**src/rtl/memcrc_pkg.sv**
```systemverilog
package memcrc_pkg;

   // sequencer phases: idle, issuing reads, waiting for the checksum byte
   typedef enum logic [1:0] {
      ST_IDLE  = 2'd0,
      ST_READ  = 2'd1,
      ST_DRAIN = 2'd2
   } crc_state_e;

   localparam logic [7:0] CRC8_POLY_DEFAULT = 8'h07;
   localparam logic [7:0] CRC8_SEED_DEFAULT = 8'hFF;

endpackage

```
**src/rtl/memcrc_step.sv**
```systemverilog
// One-step CRC update for a full data word. NET_STYLE 0 builds a per-bit
// XOR network from masks derived at elaboration; 1 uses the unrolled loop.
module memcrc_step #(
   parameter int unsigned     W         = 8,
   parameter logic [W-1:0]    POLY      = 8'h07,
   parameter int unsigned     NET_STYLE = 0
) (
   input  logic [W-1:0] crc_in,
   input  logic [W-1:0] data_in,
   output logic [W-1:0] crc_out
);

   function automatic logic [W-1:0] serial_step(input logic [W-1:0] c,
                                                input logic [W-1:0] d);
      logic [W-1:0] r;
      r = c ^ d;
      for (int i = 0; i < int'(W); i++) begin
         if (r[W-1]) r = (r << 1) ^ POLY;
         else        r = r << 1;
      end
      return r;
   endfunction

   function automatic logic [W-1:0] col_mask(input int j, input bit from_data);
      logic [W-1:0] unit;
      logic [W-1:0] r;
      logic [W-1:0] m;
      m = '0;
      for (int k = 0; k < int'(W); k++) begin
         unit    = '0;
         unit[k] = 1'b1;
         r       = from_data ? serial_step('0, unit) : serial_step(unit, '0);
         m[k]    = r[j];
      end
      return m;
   endfunction

   if (NET_STYLE > 1) begin : g_bad_style
      $error("memcrc_step: NET_STYLE must be 0 or 1");
   end

   if (NET_STYLE == 0) begin : g_xor_net
      for (genvar j = 0; j < int'(W); j++) begin : g_bit
         localparam logic [W-1:0] CMASK = col_mask(j, 1'b0);
         localparam logic [W-1:0] DMASK = col_mask(j, 1'b1);
         assign crc_out[j] = (^(crc_in & CMASK)) ^ (^(data_in & DMASK));
      end
   end else begin : g_loop
      assign crc_out = serial_step(crc_in, data_in);
   end

endmodule

```
**src/rtl/memcrc_seq.sv**
```systemverilog
// Trigger latches, address walk and read-data qualification.
module memcrc_seq
   import memcrc_pkg::*;
#(
   parameter int unsigned ADDR_W = 7
) (
   input  logic              clk,
   input  logic              rst_n,
   input  logic              wr_en,
   input  logic [ADDR_W-1:0] wr_addr,
   input  logic              calc_set,
   output logic              calc_req,
   output logic              rd_en,
   output logic [ADDR_W-1:0] rd_addr,
   output logic              start,
   output logic              byte_vld,
   output logic              chk_vld,
   output logic              busy
);

   localparam logic [ADDR_W-1:0] LAST = {ADDR_W{1'b1}};
   localparam logic [ADDR_W-1:0] ONE  = {{(ADDR_W-1){1'b0}}, 1'b1};

   crc_state_e        state_q;
   logic [ADDR_W-1:0] addr_q;
   logic              boot_pend_q;
   logic              wr_pend_q;
   logic              calc_q;
   logic              vld_q;
   logic              last_q;
   logic              wr_hit;

   assign wr_hit   = wr_en && (wr_addr == LAST);
   assign start    = (state_q == ST_IDLE) && (boot_pend_q || wr_pend_q || calc_q);
   assign rd_en    = (state_q == ST_READ);
   assign rd_addr  = addr_q;
   assign busy     = (state_q != ST_IDLE);
   assign calc_req = calc_q;
   assign byte_vld = vld_q && !last_q;
   assign chk_vld  = vld_q && last_q;

   always_ff @(posedge clk or negedge rst_n) begin
      if (!rst_n) begin
         state_q     <= ST_IDLE;
         addr_q      <= '0;
         boot_pend_q <= 1'b1;
         wr_pend_q   <= 1'b0;
         calc_q      <= 1'b0;
         vld_q       <= 1'b0;
         last_q      <= 1'b0;
      end else begin
         boot_pend_q <= boot_pend_q && !start;
         wr_pend_q   <= start ? 1'b0 : (wr_pend_q || wr_hit);
         calc_q      <= start ? 1'b0 : (calc_q || calc_set);
         vld_q       <= rd_en;
         last_q      <= rd_en && (addr_q == LAST);
         unique case (state_q)
            ST_IDLE: begin
               if (start) begin
                  state_q <= ST_READ;
                  addr_q  <= '0;
               end
            end
            ST_READ: begin
               addr_q <= addr_q + ONE;
               if (addr_q == LAST) state_q <= ST_DRAIN;
            end
            ST_DRAIN: state_q <= ST_IDLE;
            default:  state_q <= ST_IDLE;
         endcase
      end
   end

endmodule

```
**src/rtl/memcrc_engine.sv**
```systemverilog
module memcrc_engine
   import memcrc_pkg::*;
#(
   parameter int unsigned          ADDR_W    = 7,
   parameter int unsigned          DATA_W    = 8,
   parameter logic [DATA_W-1:0]    POLY      = CRC8_POLY_DEFAULT,
   parameter logic [DATA_W-1:0]    SEED      = CRC8_SEED_DEFAULT,
   parameter int unsigned          NET_STYLE = 0
) (
   input  logic              clk,
   input  logic              rst_n,
   input  logic              wr_en,
   input  logic [ADDR_W-1:0] wr_addr,
   input  logic              calc_set,
   output logic              calc_req,
   output logic              rd_en,
   output logic [ADDR_W-1:0] rd_addr,
   input  logic [DATA_W-1:0] rd_data,
   output logic              busy,
   output logic              good,
   output logic [DATA_W-1:0] crc_value
);

   if (ADDR_W < 2 || ADDR_W > 16) begin : g_bad_addr
      $error("memcrc_engine: ADDR_W out of range 2..16");
   end
   if (DATA_W < 2) begin : g_bad_data
      $error("memcrc_engine: DATA_W must be at least 2");
   end
   if (POLY[0] != 1'b1) begin : g_bad_poly
      $error("memcrc_engine: generator must have a constant term");
   end

   logic              start;
   logic              byte_vld;
   logic              chk_vld;
   logic [DATA_W-1:0] crc_q;
   logic [DATA_W-1:0] crc_nx;
   logic              good_q;
   logic [DATA_W-1:0] value_q;

   memcrc_seq #(.ADDR_W(ADDR_W)) u_seq (
      .clk      (clk),
      .rst_n    (rst_n),
      .wr_en    (wr_en),
      .wr_addr  (wr_addr),
      .calc_set (calc_set),
      .calc_req (calc_req),
      .rd_en    (rd_en),
      .rd_addr  (rd_addr),
      .start    (start),
      .byte_vld (byte_vld),
      .chk_vld  (chk_vld),
      .busy     (busy)
   );

   memcrc_step #(.W(DATA_W), .POLY(POLY), .NET_STYLE(NET_STYLE)) u_step (
      .crc_in  (crc_q),
      .data_in (rd_data),
      .crc_out (crc_nx)
   );

   always_ff @(posedge clk or negedge rst_n) begin
      if (!rst_n) begin
         crc_q   <= SEED;
         good_q  <= 1'b0;
         value_q <= '0;
      end else begin
         if (start) begin
            crc_q  <= SEED;
            good_q <= 1'b0;
         end else if (byte_vld) begin
            crc_q  <= crc_nx;
         end
         if (chk_vld) begin
            good_q  <= (crc_q == rd_data);
            value_q <= crc_q;
         end
      end
   end

   assign good      = good_q;
   assign crc_value = value_q;

endmodule

```
**config.mk**
```make
export PLATFORM = sky130hd
export DESIGN_NAME = memcrc_engine
export DESIGN_NICKNAME = d
export VERILOG_FILES = /design/src/rtl/memcrc_pkg.sv /design/src/rtl/memcrc_step.sv /design/src/rtl/memcrc_seq.sv /design/src/rtl/memcrc_engine.sv
export SDC_FILE = /design/constraint.sdc
export NUM_CORES = 1
export LEC_CHECK = 0
export ABC_AREA = 0
export ABC_CLOCK_PERIOD_IN_PS = 2300
export BUFFER_PORTS_ARGS = -buffer_cell sky130_fd_sc_hd__clkbuf_2
export CAP_MARGIN = 25
export CORE_MARGIN = 3
export CORE_UTILIZATION = 52
export DETAILED_ROUTE_END_ITERATION = 6
export PLACE_DENSITY = 0.75
export SYNTH_ARGS = -nofsm -noshare
export SYNTH_HDL_FRONTEND = slang
export SYNTH_SLANG_ARGS = --single-unit
```
**constraint.sdc**
```tcl
create_clock -name clk -period 2.3 [get_ports clk]
set_clock_uncertainty 0.05 [all_clocks]
set_input_delay 0.46 -clock clk [delete_from_list [all_inputs] [get_ports clk]]
set_output_delay 0.46 -clock clk [all_outputs]
set_load 0.05 [all_outputs]
```
==> results.cfg <==
[critical_path]
crit_chain = nand2b_1, clkinv_1, clkbuf_2
path_class = register to output pin
cp_data_required_time_ps = 1790
reg2regPathDepth = 4
critPathLaunch = u_seq.state_q[0]$_DFFE_PN0P_
r2r_start = crc_q[6]$_DFFE_PN1P_
critical_path_arrival_ps = 1580
cp-start-kind = register
endpoint_kind = output pin
slowest_delay_ps = 390
cp_slowest_cell = dfrtp_1
critPathMaxFanout = 9

[clocking]
postCtsSetupRepairBufs = 0
root_buffer = clkbuf_4
cts_max_level = 2
clk_latency_ps = 320
tritoncts.num_buffers = 5
clockBufferDepth = 2
clock-sinks = 31
cts.repair.resized = 0
ctsHoldBuffers = 0
path_clk_slew_ps = 100
cts_tree = yes

[timing]
grt_setup_unrepaired = false
finalSetupViolCount = 0
hold_viol_final = 0
slew_viol_final = 0
tns_ps = 0
setup_slack_ps = 207
finalCritPeriodShare_pct = 91.0
worst_pin_slew_ps = 742
period_needed_ps = 2090
slew_headroom_pct = 50.5
fmax_mhz = 478

[logic_synthesis]
syn_area_sq_um = 1580
ys_ff_latch = 31
syn_area_per_cell_sq_um = 11.8
synth-edff-count = 0
synth_ff_type = dfrtp_1
ys_seq_area_share_pct = 49.9
synth_most_common_cell = dfrtp_1
netlist_instances = 134
synth_top_cell_by_area = dfrtp_1
syn_nets = 154
synth_cell_types = 27
synth_area_leaders = dfrtp_1, dfstp_2, xnor3_1
synth_top_area_share_pct = 34.9
synth_common_cells = dfrtp_1, nand3_1, o21ai_0, xnor2_1, nor2_1
yosysWarnings = 0
synth_async_sr_flop_share_pct = 100

[cells_and_area]
area_growth_pct = 18.6
final_layout_size_suffix_gt1_share_pct = 39.0
nets = 196
instances_no_fill = 208
fillers = 224
antenna_cells = 0
final_util_pct = 66.1

[global_route]
antenna_found_initial = 0
grt-ovfl-total = 0
grt_max_degree = 32
grt_pass1_wl_mm = 4.91
grtUsageTotal_pct = 18.3
grt_pass1_vias = 1118

[place]
dp_hpwl_mm = 2.17
dp.cells = 200
io_buffer_count = 37
place.gp.congestion = 0.829
post-place-ws_ps = 404

[pwr]
power_mw = 2.54
p_leak_nw = 0.937
pwr_density_cell_nw_per_um2 = 1360
vdd_drop_max_mv = 0.865

[routing]
wl_met2_mm = 1.49
avgViaCountPerCell = 5.47
dr.pass1.iters = 4
wire_per_inst_um = 14.2
drcViolationCount = 0
ant_nets = 0
vias = 1138
drt-met1-wl_mm = 1.27
drtIter0Drc = 36
top_layer_used = met4
dr_wl_met3_um = 124
finalWirelength_mm = 2.96

[floorplanning]
die_h_um = 61.1
initial_core_util_pct = 55.7
ioPinCount = 38
coreArea_sq_um = 2830
core.rowCount = 19
die_w_um = 61.1
fp.dieArea_sq_um = 3730

[outcome]
status = finished, final reports clean

[hold_path]
hold_path_class = input port to asynchronous set/reset pin

[job]
maxCapViolations = 0
[placed cells by master, fill, tap and decap left out, types with 2 or more instances in the layout]
cell	instances
dfrtp_1	22
xnor2_1	11
nor2_1	10
xor2_1	4
a21o_1	2
nand2b_1	2
nand3_1	12
clkbuf_4	5
nor3_1	2
or2_2	2
clkbuf_8	2
xnor2_2	2
dfstp_2	9
o211ai_1	2
or3_1	5
nand2_1	7
nand4_1	7
o21ai_0	11
xnor3_1	5
mux2_2	8
clkbuf_2	37
[where the power goes]
group          switching, mW  leakage [nW]  internal [mW]
sequential             0.172         0.378          0.759
clock                  0.183        0.0375          0.179
combinational          0.659         0.521          0.591
total                   1.01         0.937           1.53
[sequential cells by signal, summed over array words and instances (netlist names)]
register           flops
u_seq.calc_req         1
crc_value              8
good                   1
u_seq.wr_pend_q        1
u_seq.rd_addr          7
u_seq.vld_q            1
crc_q                  8
u_seq.boot_pend_q      1
u_seq.last_q           1
u_seq.state_q          2
[worst paths after layout]
kind	slack, ps	end
hold reg to reg	450	u_seq.boot_pend_q$_DFF_PN1_
setup reg to reg	390	crc_q[2]$_DFFE_PN1P_
setup / recovery	210	rd_en
max in group asynchronous	1600	u_seq.rd_addr[6]$_DFFE_PN0P_
min in group clk	300	u_seq.calc_req$_DFF_PN0_
hold / removal	130	crc_value[4]$_DFFE_PN0P_
[stage by stage]
stage | area, sq um | hold slack [ps]
3_5_place_dp | 1800 | 434
6_report | 1870 | 131
5_1_grt | 1870 | 161
3_3_place_gp | 1800 | 429
2_1_floorplan | 1580 | 114
4_1_cts | 1870 | 143
[metal layers]
layer  vias up  track usage, %
li1        557               -
met1       542            22.3
met2        32            29.0
met3         7            4.61
met4         0            11.5
met5         -               0
[cell type report]
type / count / area (sq um) / area share [%]
clock buffer: 7 / 65.1 / 3.48
clock inverter: 1 / 7.51 / 0.402
inverter: 1 / 3.75 / 0.201
multi-input combinational: 99 / 774 / 41.4
sequential: 31 / 787 / 42.1
tap: 31 / 38.8 / 2.07
timing repair buffer: 38 / 193 / 10.3
[logic make-up (layout without fill, tap and decap cells)]
logic type	after synthesis	after routing	share of synthesized area, %
DFF	31	31	49.9
and+or+nand+nor	50	50	16.1
buffers and inverters	4	47	0.952
muxes	8	8	5.71
AOI/OAI and AO/OA	16	16	5.87
adders and majority gates	1	1	0.794
xor gates and xnor gates	24	24	20.6
[critical path, delay by kind of cell, from the launching register on]
kind                   cells  cell delay [ps]
DFF                        1              390
and+or+nand+nor            1              250
buffers and inverters      2              610
No activity file was read; power rests on OpenSTA's default activity.
